[src/rtl/rxr_pkg.sv]
// Package: shared constants and types for the receive descriptor ring engine.
// Assumes byte offsets for registers and a 24-byte buffer header.
package rxr_pkg;
    localparam int HDR_BYTES   = 24;
    localparam int STAT_OFS    = 4;
    localparam int LEN_OFS     = 8;
    localparam int LEN_BITS    = 12;

    localparam logic [7:0] REG_POST  = 8'h10;
    localparam logic [7:0] REG_FLUSH = 8'h18;
    localparam logic [7:0] REG_CLR_RXF = 8'h44;

    typedef enum logic [2:0] {
        ST_IDLE, ST_RECV, ST_DROP, ST_LEN, ST_STAT
    } rx_state_t;

    typedef enum logic [1:0] {
        WK_NONE, WK_DATA, WK_LEN, WK_STAT
    } wr_kind_t;

    // Clear offset of the i-th saturating counter (0 oversize .. 4 dropped).
    function automatic logic [7:0] clr_ofs8(input int idx);
        return (idx == 4) ? 8'h45 : 8'(8'h40 + idx);
    endfunction
endpackage

[src/rtl/rxr_free_fifo.sv]
// Module: queue of free buffer offsets.
// Assumes DEPTH is a power of two. A push while full is dropped, a pop while
// empty never happens (the writer checks empty), and flush takes priority.
module rxr_free_fifo #(
    parameter int DEPTH = 16,
    parameter int AW    = 24
) (
    input  logic          clk,
    input  logic          rst_n,
    input  logic          push,
    input  logic [AW-1:0] push_addr,
    input  logic          flush,
    input  logic          pop,
    output logic [AW-1:0] head,
    output logic          empty
);
    localparam int PW = $clog2(DEPTH);

    logic [AW-1:0] slots [DEPTH];
    logic [PW-1:0] rd_ptr, wr_ptr;
    logic [PW:0]   level;
    logic          do_push, do_pop;

    assign empty   = (level == '0);
    assign do_push = push && (level != (PW+1)'(DEPTH)) && !flush;
    assign do_pop  = pop && !empty && !flush;
    assign head    = slots[rd_ptr];

    // Stores a posted offset in the next free slot.
    always_ff @(posedge clk) begin
        if (do_push) slots[wr_ptr] <= push_addr;
    end

    // Keeps the pointers and level, with flush clearing both.
    always_ff @(posedge clk) begin
        if (!rst_n || flush) begin
            rd_ptr <= '0;
            wr_ptr <= '0;
            level  <= '0;
        end else begin
            if (do_push) wr_ptr <= wr_ptr + 1'b1;
            if (do_pop)  rd_ptr <= rd_ptr + 1'b1;
            level <= level + (PW+1)'(do_push) - (PW+1)'(do_pop);
        end
    end

    a_r5_no_pop_when_empty: assert property (@(posedge clk) disable iff (!rst_n)
        pop |-> !empty);
    a_r6_flush_empties: assert property (@(posedge clk) disable iff (!rst_n)
        flush |=> empty);
endmodule

[src/rtl/rxr_sat_cnt.sv]
// Module: event counter with synchronous clear.
// Saturates at all-ones when SATURATE is 1, otherwise wraps. Clear beats increment.
module rxr_sat_cnt #(
    parameter int W        = 8,
    parameter bit SATURATE = 1'b1
) (
    input  logic         clk,
    input  logic         rst_n,
    input  logic         clr,
    input  logic         inc,
    output logic [W-1:0] value
);
    generate
        if (SATURATE) begin : g_sat
            // Counts up to all-ones and holds there.
            always_ff @(posedge clk) begin
                if (!rst_n || clr)           value <= '0;
                else if (inc && value != '1) value <= value + 1'b1;
            end
            a_r10_hold_at_max: assert property (@(posedge clk) disable iff (!rst_n)
                (value == '1 && !clr) |=> value == '1);
        end else begin : g_wrap
            // Counts and wraps at the top.
            always_ff @(posedge clk) begin
                if (!rst_n || clr) value <= '0;
                else if (inc)      value <= value + 1'b1;
            end
        end
    endgenerate

    a_r11_clear_wins: assert property (@(posedge clk) disable iff (!rst_n)
        clr |=> value == '0);
endmodule

[src/rtl/rxr_frame_writer.sv]
// Module: per-frame state machine that writes bytes into a claimed buffer,
// then the length field, then the status flag.
// Assumes 4-byte aligned buffer offsets, PAY_BYTES a multiple of 4, and at
// least two idle stream cycles after each last beat.
module rxr_frame_writer
    import rxr_pkg::*;
#(
    parameter int AW        = 24,
    parameter int PAY_BYTES = 2024
) (
    input  logic          clk,
    input  logic          rst_n,
    input  logic          s_valid,
    input  logic [7:0]    s_data,
    input  logic          s_last,
    input  logic          fifo_empty,
    input  logic [AW-1:0] fifo_head,
    output logic          pop,
    output logic          drop_pulse,
    output logic          ferr_pulse,
    output logic          frame_done,
    output logic          mem_we,
    output logic [AW-1:0] mem_addr,
    output logic [31:0]   mem_wdata,
    output logic [3:0]    mem_be
);
    localparam int CW = $clog2(PAY_BYTES + 1);

    rx_state_t     state;
    wr_kind_t      kind;
    logic [AW-1:0] base;
    logic [CW-1:0] cnt;
    logic          ovf;
    logic [31:0]   wbuf;
    logic [3:0]    wbe;

    logic          idle, accept, in_room, last_lane, ovf_eff;
    logic [CW-1:0] k;
    logic [1:0]    lane;
    logic [AW-1:0] cur_base, word_addr;
    logic [31:0]   mbuf;
    logic [3:0]    mbe;

    initial begin
        if ((PAY_BYTES % 4) != 0 || HDR_BYTES + PAY_BYTES >= (1 << LEN_BITS))
            $error("rxr_frame_writer: PAY_BYTES unsuitable");
    end

    assign idle       = (state == ST_IDLE);
    assign accept     = s_valid && ((idle && !fifo_empty) || state == ST_RECV);
    assign pop        = s_valid && idle && !fifo_empty;
    assign drop_pulse = s_valid && idle && fifo_empty;
    assign k          = idle ? '0 : cnt;
    assign lane       = k[1:0];
    assign in_room    = (k < CW'(PAY_BYTES));
    assign ovf_eff    = idle ? 1'b0 : ovf;
    assign ferr_pulse = accept && s_last && (ovf_eff || !in_room);
    assign last_lane  = (lane == 2'd3) || s_last;
    assign cur_base   = idle ? fifo_head : base;
    assign word_addr  = cur_base + AW'(HDR_BYTES) + AW'({k[CW-1:2], 2'b00});

    // Merges the incoming byte into the partly filled word.
    always_comb begin
        mbuf = idle ? '0 : wbuf;
        mbe  = idle ? '0 : wbe;
        mbuf[{lane, 3'b000} +: 8] = s_data;
        mbe[lane] = 1'b1;
    end

    // Walks the frame phases and issues registered memory writes.
    always_ff @(posedge clk) begin
        if (!rst_n) begin
            state      <= ST_IDLE;
            kind       <= WK_NONE;
            base       <= '0;
            cnt        <= '0;
            ovf        <= 1'b0;
            wbuf       <= '0;
            wbe        <= '0;
            frame_done <= 1'b0;
            mem_we     <= 1'b0;
            mem_addr   <= '0;
            mem_wdata  <= '0;
            mem_be     <= '0;
        end else begin
            mem_we     <= 1'b0;
            kind       <= WK_NONE;
            frame_done <= 1'b0;
            case (state)
                ST_IDLE: if (s_valid) begin
                    if (!fifo_empty) begin
                        base  <= fifo_head;
                        state <= s_last ? ST_LEN : ST_RECV;
                    end else begin
                        state <= s_last ? ST_IDLE : ST_DROP;
                    end
                end
                ST_RECV: if (s_valid && s_last) state <= ST_LEN;
                ST_DROP: if (s_valid && s_last) state <= ST_IDLE;
                ST_LEN: begin
                    mem_we    <= 1'b1;
                    kind      <= WK_LEN;
                    mem_addr  <= base + AW'(LEN_OFS);
                    mem_wdata <= {20'h0, LEN_BITS'(HDR_BYTES) + LEN_BITS'(cnt)};
                    mem_be    <= 4'b0011;
                    state     <= ST_STAT;
                end
                ST_STAT: begin
                    mem_we     <= 1'b1;
                    kind       <= WK_STAT;
                    mem_addr   <= base + AW'(STAT_OFS);
                    mem_wdata  <= 32'h1;
                    mem_be     <= 4'b1111;
                    frame_done <= 1'b1;
                    state      <= ST_IDLE;
                end
                default: state <= ST_IDLE;
            endcase
            if (accept) begin
                cnt <= in_room ? k + 1'b1 : k;
                ovf <= ovf_eff || !in_room;
                if (in_room) begin
                    if (last_lane) begin
                        mem_we    <= 1'b1;
                        kind      <= WK_DATA;
                        mem_addr  <= word_addr;
                        mem_wdata <= mbuf;
                        mem_be    <= mbe;
                        wbuf      <= '0;
                        wbe       <= '0;
                    end else begin
                        wbuf <= mbuf;
                        wbe  <= mbe;
                    end
                end
            end
        end
    end

    a_r4_stat_after_len: assert property (@(posedge clk) disable iff (!rst_n)
        (mem_we && kind == WK_STAT) |-> $past(mem_we && kind == WK_LEN));
    a_r2_data_in_payload: assert property (@(posedge clk) disable iff (!rst_n)
        (mem_we && kind == WK_DATA) |->
            (mem_addr >= base + AW'(HDR_BYTES) &&
             mem_addr <  base + AW'(HDR_BYTES + PAY_BYTES)));
    a_r12_idle_gap: assert property (@(posedge clk) disable iff (!rst_n)
        (state == ST_LEN || state == ST_STAT) |-> !s_valid);
endmodule

[src/rtl/rxr_engine.sv]
// Module: top of the receive descriptor ring engine. Decodes register writes,
// hosts the free queue, the frame writer and the event counters.
// Assumes register writes and stream beats share one clock domain.
module rxr_engine
    import rxr_pkg::*;
#(
    parameter int AW         = 24,
    parameter int FIFO_DEPTH = 16,
    parameter int PAY_BYTES  = 2024
) (
    input  logic          clk,
    input  logic          rst_n,
    input  logic          reg_wr_en,
    input  logic [7:0]    reg_wr_addr,
    input  logic [31:0]   reg_wr_data,
    input  logic          s_valid,
    input  logic [7:0]    s_data,
    input  logic          s_last,
    input  logic          s_fcs_err,
    input  logic          s_rx_err,
    input  logic          link_up,
    output logic          mem_we,
    output logic [AW-1:0] mem_addr,
    output logic [31:0]   mem_wdata,
    output logic [3:0]    mem_be,
    output logic [7:0]    cnt_frame_err,
    output logic [7:0]    cnt_rx_err,
    output logic [7:0]    cnt_crc_err,
    output logic [7:0]    cnt_link_lost,
    output logic [31:0]   cnt_rx_frames,
    output logic [7:0]    cnt_dropped
);
    localparam int NSAT = 5;

    logic          push, flush, pop, fifo_empty;
    logic [AW-1:0] fifo_head;
    logic          drop_pulse, ferr_pulse, frame_done;
    logic          link_q, link_fall;
    logic          wr_zero;
    logic [NSAT-1:0] inc8, clr8;
    logic [7:0]      val8 [NSAT];

    assign push    = reg_wr_en && reg_wr_addr == REG_POST && reg_wr_data[31];
    assign flush   = reg_wr_en && reg_wr_addr == REG_FLUSH;
    assign wr_zero = reg_wr_en && (reg_wr_data == 32'h0);

    // Remembers the previous link state to find falls.
    always_ff @(posedge clk) begin
        if (!rst_n) link_q <= 1'b0;
        else        link_q <= link_up;
    end
    assign link_fall = link_q && !link_up;

    rxr_free_fifo #(.DEPTH(FIFO_DEPTH), .AW(AW)) free_q (
        .clk(clk), .rst_n(rst_n), .push(push), .push_addr(reg_wr_data[AW-1:0]),
        .flush(flush), .pop(pop), .head(fifo_head), .empty(fifo_empty)
    );

    rxr_frame_writer #(.AW(AW), .PAY_BYTES(PAY_BYTES)) writer (
        .clk(clk), .rst_n(rst_n), .s_valid(s_valid), .s_data(s_data),
        .s_last(s_last), .fifo_empty(fifo_empty), .fifo_head(fifo_head),
        .pop(pop), .drop_pulse(drop_pulse), .ferr_pulse(ferr_pulse),
        .frame_done(frame_done), .mem_we(mem_we), .mem_addr(mem_addr),
        .mem_wdata(mem_wdata), .mem_be(mem_be)
    );

    assign inc8[0] = ferr_pulse;
    assign inc8[1] = s_valid && s_last && s_rx_err;
    assign inc8[2] = s_valid && s_last && s_fcs_err;
    assign inc8[3] = link_fall;
    assign inc8[4] = drop_pulse;

    generate
        for (genvar i = 0; i < NSAT; i++) begin : g_cnt8
            assign clr8[i] = wr_zero && reg_wr_addr == clr_ofs8(i);
            rxr_sat_cnt #(.W(8), .SATURATE(1'b1)) u_cnt (
                .clk(clk), .rst_n(rst_n), .clr(clr8[i]), .inc(inc8[i]),
                .value(val8[i])
            );
        end
    endgenerate

    rxr_sat_cnt #(.W(32), .SATURATE(1'b0)) u_rxf (
        .clk(clk), .rst_n(rst_n), .clr(wr_zero && reg_wr_addr == REG_CLR_RXF),
        .inc(frame_done), .value(cnt_rx_frames)
    );

    assign cnt_frame_err = val8[0];
    assign cnt_rx_err    = val8[1];
    assign cnt_crc_err   = val8[2];
    assign cnt_link_lost = val8[3];
    assign cnt_dropped   = val8[4];

    a_r5_drop_no_write: assert property (@(posedge clk) disable iff (!rst_n)
        drop_pulse |=> !mem_we);
endmodule

[config.mk]
export PLATFORM = sky130hd
export DESIGN_NAME = rxr_engine
export DESIGN_NICKNAME = d
export VERILOG_FILES = /design/src/rtl/rxr_pkg.sv /design/src/rtl/rxr_free_fifo.sv /design/src/rtl/rxr_sat_cnt.sv /design/src/rtl/rxr_frame_writer.sv /design/src/rtl/rxr_engine.sv
export SDC_FILE = /design/constraint.sdc
export NUM_CORES = 1
export LEC_CHECK = 0
export ABC_AREA = 1
export ABC_CLOCK_PERIOD_IN_PS = 4900
export BUFFER_PORTS_ARGS = -buffer_cell sky130_fd_sc_hd__buf_2
export CORE_ASPECT_RATIO = 2
export CORE_MARGIN = 3
export CORE_UTILIZATION = 60
export DETAILED_ROUTE_END_ITERATION = 12
export PLACE_DENSITY = 0.79
export RECOVER_POWER = 100
export SLEW_MARGIN = 20
export SYNTH_ARGS = -nofsm -noshare
export SYNTH_HDL_FRONTEND = slang
export SYNTH_SLANG_ARGS = --single-unit
[constraint.sdc]
create_clock -name clk -period 4.9 [get_ports clk]
set_input_delay 0.49 -clock clk [delete_from_list [all_inputs] [get_ports clk]]
set_output_delay 0.49 -clock clk [all_outputs]
set_load 0.1 [all_outputs]
* After elaboration in Yosys (flattened, before gate mapping) *
Memory sizes are Yosys's and may differ from the RTL's. A register that Yosys moved wholly into a read port is not among the register bits.
Cells that the tools add are included.

operators by class
  reduce and logical (&&, ||, !) cells = 53
  bitwise logic cells = 2
  muxes and demuxes = 39
  add/subtract/negate cells = 17
  $lt $le $gt $ge = 3
  equality and inequality tests = 22
  shift operators = 2

operators by type and width
  operator                                                                 number
  32-bit 2-to-1 mux                                                        5
  24-bit 2-to-1 mux                                                        4
  32-bit case mux with 2 select lines                                      1
  8-bit by 7-bit equality test with 1-bit output (second input constant)   6
  24-bit case mux with 2 select lines                                      1
  8-bit by 1-bit adder with 8-bit output (second input constant)           5
  8-bit != test (second input constant)                                    5
  32-bit by 1-bit adder with 32-bit output (second input constant)         1
  32-bit bitwise mux                                                       1
  32-bit logical NOT                                                       1
  8-bit by 7-bit variable shift with 32-bit output (first input constant)  1
  8-bit by 7-bit indexed part select with 32-bit output                    1
  1-bit logical AND                                                        31
  4-bit 2-to-1 mux                                                         7
  24-bit by 11-bit adder with 24-bit output                                1
  24-bit by 3-bit adder with 24-bit output (second input constant)         1
  24-bit by 4-bit adder with 24-bit output (second input constant)         1
  24-bit by 5-bit adder with 24-bit output (second input constant)         1
  11-bit 2-to-1 mux                                                        2
  8-bit by 5-bit equality test with 1-bit output (second input constant)   2
  5-bit by 11-bit adder with 12-bit output (first input constant)          1
  3-bit 2-to-1 mux                                                         4
  3-bit case mux with 4 select lines                                       1
  11-bit by 1-bit adder with 11-bit output (second input constant)         1
  26 further kinds                                                         53

storage, ports and cells
  memories kept = 1
  input bits = 56
  flip-flop bits (word level) = 223
  RAM bits = 384
  output and inout bits = 133
  logic and storage cells = 160

memory list
  name          depth  bits a word  rd ports  clocked after memory_dff  wr ports  line                 source
  free_q.slots  16     24           1         1                         1         rxr_free_fifo.sv:19  logic [AW-1:0] slots [DEPTH];

* Longest topological paths before layout *
Gate-level depths: netlist of run 1.

  depth in word-level cells = 10
  mapped depth = 28
  depth with buffers taken out = 23

* Modules after synthesis *
From an unflattened synthesis of run 1, not the netlist that was laid out.

second synthesis, totals
  cells, all modules = 3,680
  area total of the unflattened synthesis = 30,209.0 um2

modules (own cells, without submodules)
  module                              area each (um2)  seq. area each (um2)  cells each  times used
  rxr_free_fifo                       17,366.7         11,871.4              1,692       1
  rxr_frame_writer                    8,401.8          2,742.6               1,293       1
  rxr_sat_cnt at g_cnt8[0].u_cnt ...  456.7            160.2                 71          5
  rxr_sat_cnt at u_rxf                1,798.0          640.6                 275         1
  rxr_engine                          359.1            20.0                  65          1

* Worst setup path before layout of run 1 *
OpenSTA, ideal clock, no wires.

  path type = register to register
  start point = register (tool-made name)
  end point = register writer.mem_addr[23]
  library setup time = 0.109 ns
  data required time = 4.791 ns
  data arrival time = 3.859 ns
  path buffers = 6
  period minus slack after synthesis = 3.968 ns
  path slack = 0.932 ns
  cell stages (with the launch flop) = 29
  cell sequence = dfxtp_1 -> buf_4 -> buf_6 -> buf_4 -> buf_2 -> buf_2 -> buf_2 -> nor2_1 -> o221ai_1 -> nand3_1 -> nand2_1 -> o21ai_0 -> ha_1 -> inv_1 -> ha_1 -> inv_1 -> fa_1 -> o21ai_0 -> nand3_1 -> nand2_1 -> a21oi_1 -> nor2_1 -> nand2_1 -> nor2_2 -> nand2_1 -> nand2_1 -> nand3_1 -> nand2_1 -> inv_1

RTL lines
  what                    line                     source
  end signal: assignment  rxr_frame_writer.sv:103  mem_addr <= base + AW'(LEN_OFS);
  end signal: assignment  rxr_frame_writer.sv:111  mem_addr <= base + AW'(STAT_OFS);
  end signal: assignment  rxr_frame_writer.sv:126  mem_addr <= word_addr;
  end: declaration        rxr_frame_writer.sv:23   output logic [AW-1:0] mem_addr,

==> insert_results.sql, run 1 <==
INSERT INTO impl_metrics (metric_group, metric, value, unit) VALUES
('run_status', 'outcome', 'finished, violations left', ''),
('run_status', 'violated_checks', 'max-capacitance violations, max-slew violations', ''),
('worst_setup_path', 'timing.setup.critical_path_class', 'flip-flop to flip-flop', ''),
('detailed_routing', 'detail_route.drc_violations', '0', ''),
('worst_setup_path', 'critical_path_arrival', '4.98', 'ns'),
('synth', 'synth_top_area_share', '41.32', '%'),
('detailed_routing', 'dr.pass1.iters', '8', ''),
('sta', 'fin_setup_tns', '0', 'ns'),
('sta', 'slew_violations', '491', ''),
('synth', 'post_synth_edffs', '384', ''),
('global_route', 'globalRouteTotalUtil', '33.12', '%'),
('synth', 'synth_seq_area_share', '57.60', '%'),
('floorplan', 'die_y', '311', 'um'),
('job', 'max-cap-violations', '18', ''),
('global_route', 'first_global_vias', '22730', ''),
('detailed_routing', 'wirelength', '83.09', 'mm'),
('sta', 'holdWs', '0.1031', 'ns'),
('cts', 'cts_max_level', '2', ''),
('cts', 'cts_root_buffer', 'clkbuf_16', ''),
('sta', 'report.final.hold_viol_count', '0', ''),
('synth', 'ys_ff_latch', '611', ''),
('synth', 'synth.top_cells.by_area', 'edfxtp_1 41%, dfxtp_1 16%, nand2_1 6.7%', ''),
('pwr', 'power_per_cell_area', '522.9', 'nW/um^2'),
('sta', 'finalWorstPathRequiredPeriod', '4.468', 'ns'),
('floorplan', 'std_cell_rows', '111', ''),
('cts', 'clk-insertion-delay-late', '0.63', 'ns'),
('synth', 'yosysUniqueCellTypes', '58', ''),
('sta', 'fmax', '223.8', 'MHz'),
('cells_and_area', 'drive_gt1_share', '6.109', '%'),
('floorplan', 'num_io_pins', '189', ''),
('worst_setup_path', 'r2r_slack', '0.43', 'ns'),
('sta', 'rsz0062_at_grt', 'no', ''),
('synth', 'synth_ff_type', 'edfxtp_1', ''),
('sta', 'finalSetupViolCount', '0', ''),
('hold_path', 'worst_hold_class', 'primary input to flip-flop', ''),
('placed_design', 'place.port_buffers', '188', ''),
('floorplan', 'dieWidth', '158.5', 'um'),
('worst_setup_path', 'critPathCaptureType', 'flip-flop', ''),
('global_route', 'grt_first_pass_wirelength', '125.5', 'mm'),
('cts', 'post_cts_hold_buffer_count', '0', ''),
('detailed_routing', 'route.detailed.wl_per_inst', '21.78', 'um'),
('cts', 'tritoncts', 'built', ''),
('placed_design', 'placement.cell_area', '29370', 'um^2'),
('synth', 'postSynthCellCount', '3004', ''),
('cts', 'max-clock-path-buffers', '3', ''),
('detailed_routing', 'drt_iter0_markers', '2481', ''),
('global_route', 'initial_antenna_violation_count', '2', ''),
('sta', 'max_slew.worst_pin.slew', '2.473', 'ns'),
('synth', 'netlist_area', '27910', 'um^2'),
('global_route', 'global_route.overflow_total', '0', ''),
('worst_setup_path', 'worst_ep_required_time', '5.41', 'ns'),
('synth', 'synthesis.area_per_instance', '9.290', 'um^2'),
('global_route', 'maximum_number_of_pins_on_one_net_before_global_route_repair', '99', ''),
('cts', 'cts_made_buffers', '51', ''),
('cts', 'cts_sinks', '611', ''),
('pwr', 'vdd_ir_drop_max', '0.4112', 'mV'),
('cells_and_area', 'num-fill-cells', '3656', ''),
('detailed_routing', 'antenna_left', '0', ''),
('sta', 'slew_headroom', '-64.85', '%'),
('cells_and_area', 'design_area', '30790', 'um^2'),
('worst_setup_path', 'critical_path_start_type', 'flip-flop', ''),
('sta', 'post-route-period-util', '91.18', '%'),
('cts', 'clk_pin_slew', '0.07', 'ns'),
('synth', 'synthArstFlopShare', '0', '%'),
('placed_design', 'gp_congestion', '0.9962', ''),
('pwr', 'leakagePower', '11.27', 'nW'),
('cells_and_area', 'layout_commonest_cell', 'nand2_1', ''),
('sta', 'clock-skew-final', '0.03289', 'ns'),
('synth', 'yosysTopAreaCell', 'edfxtp_1', ''),
('worst_setup_path', 'timing.critical_path.fanout_max', '41', ''),
('detailed_routing', 'avgViaCountPerCell', '6.035', ''),
('floorplan', 'fp.dieArea', '49290', 'um^2'),
('detailed_routing', 'route.vias.total', '23020', ''),
('placed_design', 'hpwlAfterDp', '54.65', 'mm'),
('cells_and_area', 'highest_count_cells_in_the_layout_ignoring_fill_and_taps', '499 x nand2_1, 384 x edfxtp_1, 372 x nor2_1, 273 x inv_1, 247 x o21ai_0', ''),
('floorplan', 'design.core.area', '45970', 'um^2'),
('synth', 'yosysWarnings', '0', ''),
('cells_and_area', 'fin_nets', '3255', ''),
('synth', 'synthesis.nets', '3108', ''),
('cts', 'post_cts_buffers', '0', ''),
('floorplan', 'initial_utilization', '60.71', '%'),
('cells_and_area', 'synth_to_layout_area_growth', '10.34', '%'),
('cts', 'cts_resized', '0', '');
registers in the layout (all words and copies together), names as in the netlist, 11 cells and up, named ones only:
signal and cells:
free_q.slots 384, g_cnt8.u_cnt.value 40, u_rxf.value 32, writer.base 24
writer.cnt 11, writer.mem_addr 24, writer.mem_wdata 32, writer.wbuf 32
per-stage QoR:
stage               setup slack, ns  std cells  utilization, %  power [mW]
floorplan                    0.9321       3004               -       10.33
global placement             0.6878       3718           63.88       11.61
detailed placement           0.6031       3718           63.88       11.80
CTS                          0.5785       3812           67.71       16.09
global route                 0.1515       3815           66.99       16.86
finish                       0.4320       3815           66.99       16.10
cells in the mapped netlist, types with 9 or more instances:
cell type,instances
nand2_1,496
nor2_1,386
edfxtp_1,384
inv_1,270
o21ai_0,233
dfxtp_1,227
nand3_1,213
a21oi_1,157
clkbuf_1,73
buf_2,53
nor3_1,50
ha_1,46
o221ai_1,41
xor2_1,39
o211ai_1,34
nand4_1,32
o21ai_1,24
o22ai_1,24
a31oi_1,23
nor4_1,21
or2_2,18
o211a_1,13
a22oi_1,12
o21a_1,12
xnor2_1,11
buf_4,9
where the power goes:
group | leakage, nW | internal, mW | switching [mW]
Sequential | 5.29 | 5.76 | 0.323
Combinational | 5.12 | 1.39 | 4.31
Clock | 0.859 | 2.40 | 1.92
Total | 11.3 | 9.55 | 6.55
final cells by class:
| cell class | count | area (um^2) | area share [%] |
|---|---|---|---|
| timing repair buffer | 241 | 1067 | 3.466 |
| tap | 621 | 777.0 | 2.523 |
| multi-input combinational | 1960 | 10020 | 32.55 |
| clock buffer | 69 | 1436 | 4.665 |
| sequential | 611 | 16080 | 52.22 |
| antenna | 2 | 5.005 | 0.01625 |
| inverter | 286 | 1079 | 3.502 |
| clock inverter | 25 | 324.1 | 1.052 |
layer usage:
layer	up-vias	GRT usage [%]	routed length, um
met5	-	0	0
met4	0	26.05	7620
met3	400	5.915	6462
met2	1203	56.56	41570
met1	10800	35.17	27440
li1	10630	-	-
final timing paths:
kind	from	end	cells after the start
worst max-delay path	flip-flop	writer.mem_addr[23]$_SDFF_PN0_	23
worst min register to register	writer.mem_wdata[14]$_SDFF_PN0_	writer.mem_wdata[14]$_SDFF_PN0_	2
worst max register to register	flip-flop	writer.mem_addr[23]$_SDFF_PN0_	23
worst min-delay path	link_up	link_q$_SDFF_PN0_	3
logic make-up after synthesis:
family          after synthesis  synth area share (%)
fa+ha+maj                    48                 2.206
compound gates              609                 12.88
xor+xnor                     50                 1.569
simple gates               1253                 19.32
buf+inv                     433                 6.420
flops                       611                 57.60
critical path: stages (launching register included):
cell	delay [ns]
dfxtp_1	0.32
inv_2	0.49
o21ai_0	0.27
o221ai_1	0.25
nand3_1	0.12
nand2_1	0.10
o21ai_0	0.10
ha_1	0.30
inv_1	0.06
ha_1	0.23
inv_1	0.08
fa_1	0.39
o21ai_0	0.26
nand3_1	0.10
nand2_1	0.10
a21oi_1	0.14
nor2_1	0.29
nand2_1	0.15
nor2_1	0.22
nand2_1	0.09
nand2_1	0.06
nand3_1	0.06
nand2_1	0.09
inv_1	0.04
(Power assumes the default switching activity.)
==> inputs of run 2 (changes only) <==
ABC_CLOCK_PERIOD_IN_PS = 5600   (was 4900)
clock period = 5.6 ns   (was 4.9 ns; I/O delays follow)
==> run 2 against run 1 <==
The run still ends with max-capacitance violations, max-slew violations left. Wire length shrank 0.78%. Critical path depth is the same. Combinational power shrank 14%. Hold slack gained 0.070 ns. Maximum frequency shrank 11%. Global-route usage shrank 0.10 points. Sequential power shrank 12%. Worst setup slack gained 0.17 ns. Design area grew 0.14%. Register-to-register slack gained 0.17 ns. Clock power shrank 9.7%. Critical path type unchanged. Critical endpoint unchanged. Largest power group unchanged.
==> insert_results.sql, run 2 (synthesis gave the netlist of run 1 again) <==
INSERT INTO impl_metrics (metric_group, metric, value, unit) VALUES
('run_status', 'outcome', 'finished, violations left', ''),
('run_status', 'violated_checks', 'max-capacitance violations, max-slew violations', ''),
('sta', 'slew_violations', '642', ''),
('sta', 'finalSetupViolCount', '0', ''),
('cells_and_area', 'antenna-diode-count', '0', ''),
('floorplan', 'die_y', '311', 'um'),
('sta', 'slew_headroom', '-95.28', '%'),
('cells_and_area', 'multi_input_comb_area', '10030', 'um^2'),
('worst_setup_path', 'timing.critical_path.fanout_max', '42', ''),
('sta', 'report.final.hold_viol_count', '0', ''),
('sta', 'fmax', '200.2', 'MHz'),
('cells_and_area', 'largest_registers', 'free_q.slots (384), g_cnt8.u_cnt.value (40)', ''),
('cts', 'post_cts_hold_buffer_count', '0', ''),
('global_route', 'grt_first_pass_wirelength', '125.2', 'mm'),
('global_route', 'first_global_vias', '22760', ''),
('worst_setup_path', 'worst_ep_required_time', '6.11', 'ns'),
('detailed_routing', 'drt_iter0_markers', '2634', ''),
('placed_design', 'dp.cells', '3713', ''),
('cts', 'cts_max_level', '2', ''),
('hold_path', 'worst_hold_class', 'primary input to flip-flop', ''),
('cells_and_area', 'design_area', '30840', 'um^2'),
('sta', 'clock-skew-final', '0.01613', 'ns'),
('floorplan', 'initial_utilization', '60.71', '%'),
('placed_design', 'gp_congestion', '0.9995', ''),
('placed_design', 'place.port_buffers', '188', ''),
('worst_setup_path', 'crit_top_cell', 'nand2_1', ''),
('cells_and_area', 'seq_area', '16080', 'um^2'),
('cells_and_area', 'highest_count_cells_in_the_layout_ignoring_fill_and_taps', '499 x nand2_1, 384 x edfxtp_1, 374 x nor2_1, 274 x inv_1, 246 x o21ai_0', ''),
('floorplan', 'fp.dieArea', '49290', 'um^2'),
('cts', 'cts_root_buffer', 'clkbuf_16', ''),
('detailed_routing', 'wirelength', '82.44', 'mm'),
('worst_setup_path', 'cell_chain_critical_path', 'inv_2, o21ai_0, o221ai_1, nand3_1, nand2_1, o21ai_0, ha_1, inv_1, ha_1, inv_1, fa_1, o21ai_0, nand3_1, nand2_1, a21oi_1, nor2_1, nand2_1, nor2_1, nand2_1, nand2_1, nand3_1, nand2_1, inv_1', ''),
('cells_and_area', 'drive_gt1_share', '6.181', '%'),
('pwr', 'vdd_ir_drop_max', '0.4048', 'mV'),
('worst_setup_path', 'r2r.worst_path.cells', '23', ''),
('worst_setup_path', 'critical_path_arrival', '5.50', 'ns'),
('floorplan', 'num_io_pins', '189', ''),
('cells_and_area', 'top_register', 'free_q.slots', ''),
('cts', 'post_cts_buffers', '0', ''),
('pwr', 'leakagePower', '11.30', 'nW'),
('detailed_routing', 'detail_route.drc_violations', '0', ''),
('worst_setup_path', 'r2r_slack', '0.60', 'ns'),
('cts', 'clk_pin_slew', '0.07', 'ns'),
('hold_path', 'worstHoldEndpoint', 'link_q$_SDFF_PN0_', ''),
('pwr', 'power_per_cell_area', '459.4', 'nW/um^2'),
('detailed_routing', 'avgViaCountPerCell', '6.025', ''),
('sta', 'max_slew.worst_pin.slew', '2.899', 'ns'),
('worst_setup_path', 'critical_path_start_type', 'flip-flop', ''),
('floorplan', 'std_cell_rows', '111', ''),
('sta', 'fin_setup_tns', '0', 'ns'),
('job', 'max-cap-violations', '20', ''),
('worst_setup_path', 'biggest_cell_delay_along_the_critical_path', '0.85', 'ns'),
('placed_design', 'hpwlAfterDp', '54.50', 'mm'),
('hold_path', 'timing.hold.worst_path_depth', '3', ''),
('cts', 'tritoncts', 'built', ''),
('worst_setup_path', 'timing.setup.critical_path_class', 'flip-flop to flip-flop', ''),
('detailed_routing', 'route.vias.total', '22940', ''),
('worst_setup_path', 'critPathCaptureType', 'flip-flop', ''),
('global_route', 'maximum_number_of_pins_on_one_net_before_global_route_repair', '93', ''),
('cts', 'cts_resized', '0', ''),
('global_route', 'global_route.usage.met1', '35.51', '%'),
('global_route', 'global_route.overflow_total', '0', ''),
('hold_path', 'worst_hold_startpoint', 'link_up', ''),
('worst_setup_path', 'worstReg2RegEnd', 'writer.mem_addr[23]$_SDFF_PN0_', ''),
('floorplan', 'dieWidth', '158.5', 'um'),
('cells_and_area', 'largest_register_ff_count', '384', ''),
('detailed_routing', 'dr.pass1.iters', '6', ''),
('sta', 'fin_ws', '0.6037', 'ns'),
('sta', 'rsz0062_at_grt', 'no', ''),
('cts', 'cts_made_buffers', '52', ''),
('global_route', 'initial_antenna_violation_count', '0', ''),
('cells_and_area', 'synth_to_layout_area_growth', '10.49', '%'),
('global_route', 'global_route.usage.met2', '57.73', '%'),
('sta', 'finalWorstPathRequiredPeriod', '4.996', 'ns'),
('cells_and_area', 'post_layout_nonfiller_instances', '3808', ''),
('detailed_routing', 'antenna_left', '0', ''),
('global_route', 'gr-usage-met3', '5.233', '%'),
('cells_and_area', 'layout_commonest_cell', 'nand2_1', ''),
('cts', 'cts_sinks', '611', ''),
('sta', 'post-route-period-util', '89.22', '%'),
('cts', 'max-clock-path-buffers', '3', ''),
('global_route', 'globalRouteTotalUtil', '33.02', '%'),
('worst_setup_path', 'library_cell_contributing_the_largest_single_delay_on_the_critical_path', 'dfxtp_1', ''),
('global_route', 'globalRoute.busiestLayer', 'met2', ''),
('floorplan', 'design.core.area', '45970', 'um^2'),
('placed_design', 'pre_cts_ws', '0.9715', 'ns'),
('cts', 'clk-insertion-delay-late', '0.62', 'ns'),
('pwr', 'total_power', '14.17', 'mW'),
('cells_and_area', 'fin_nets', '3250', ''),
('placed_design', 'placement.cell_area', '29330', 'um^2'),
('cells_and_area', 'num-fill-cells', '3719', ''),
('detailed_routing', 'route.detailed.wl_per_inst', '21.65', 'um');
-- run 2: cell types whose count changed in the layout (fill, tap and decap cells not counted), moves of 2 or more --
| cell | change |
|---|---|
| clkbuf_1 | -12 |
| diode_2 | -2 |
| nor2_2 | -2 |
| clkinv_4 | +2 |
| buf_2 | +2 |
| bufinv_16 | +4 |
| clkinv_1 | +2 |
| nor2_1 | +2 |
| inv_2 | -2 |
| clkinv_2 | +4 |
-- run 2: per-stage QoR --
| stage | hold WS [ns] | util (%) |
|---|---|---|
| final | 0.1729 | 67.08 |
| after global routing | 0.1545 | 67.08 |
| after CTS | 0.1562 | 67.80 |
| after detailed placement | 0.4500 | 63.80 |
| after global placement | 0.4444 | 63.80 |
| after floorplan | 0.4329 | - |
-- run 2: layout make-up --
class	count	area share, %
Tap cell	621	2.520
Multi-Input combinational cell	1960	32.52
Inverter	286	3.502
Timing Repair Buffer	235	3.343
Clock buffer	62	4.471
Sequential cell	611	52.15
Clock inverter	33	1.497
-- run 2: worst max-delay path by stage --
stage	depth (start not counted)	endpoint	start
floorplan	28	writer.mem_addr[23]$_SDFF_PN0_	flip-flop
global placement	20	writer.mem_addr[23]$_SDFF_PN0_	flip-flop
detailed placement	22	writer.mem_addr[23]$_SDFF_PN0_	flip-flop
CTS	22	writer.mem_addr[23]$_SDFF_PN0_	flip-flop
global route	23	writer.mem_addr[23]$_SDFF_PN0_	flip-flop
finish	23	writer.mem_addr[23]$_SDFF_PN0_	flip-flop
-- run 2: layer usage --
metal	vias to the layer above	share of wire (%)
met1	10790	33
met5	-	0
met3	343	7.4
li1	10630	-
met2	1184	51
met4	0	8.4
-- run 2: critical path: cells and delay by family, from the launching register on --
family | cells | cell delay [ns]
AO/OA/AOI/OAI | 5 | 1.03
adder cells (fa/ha/maj) | 3 | 0.88
buffers and inverters | 4 | 0.70
flip-flops | 1 | 0.85
AND/OR/NAND/NOR | 11 | 1.40
-- run 2: power by group --
group	total (mW)	switching [mW]	leakage, nW	internal, mW
combinational	4.92	3.70	5.10	1.22
sequential	5.34	0.301	5.29	5.04
clock	3.90	1.67	0.904	2.23
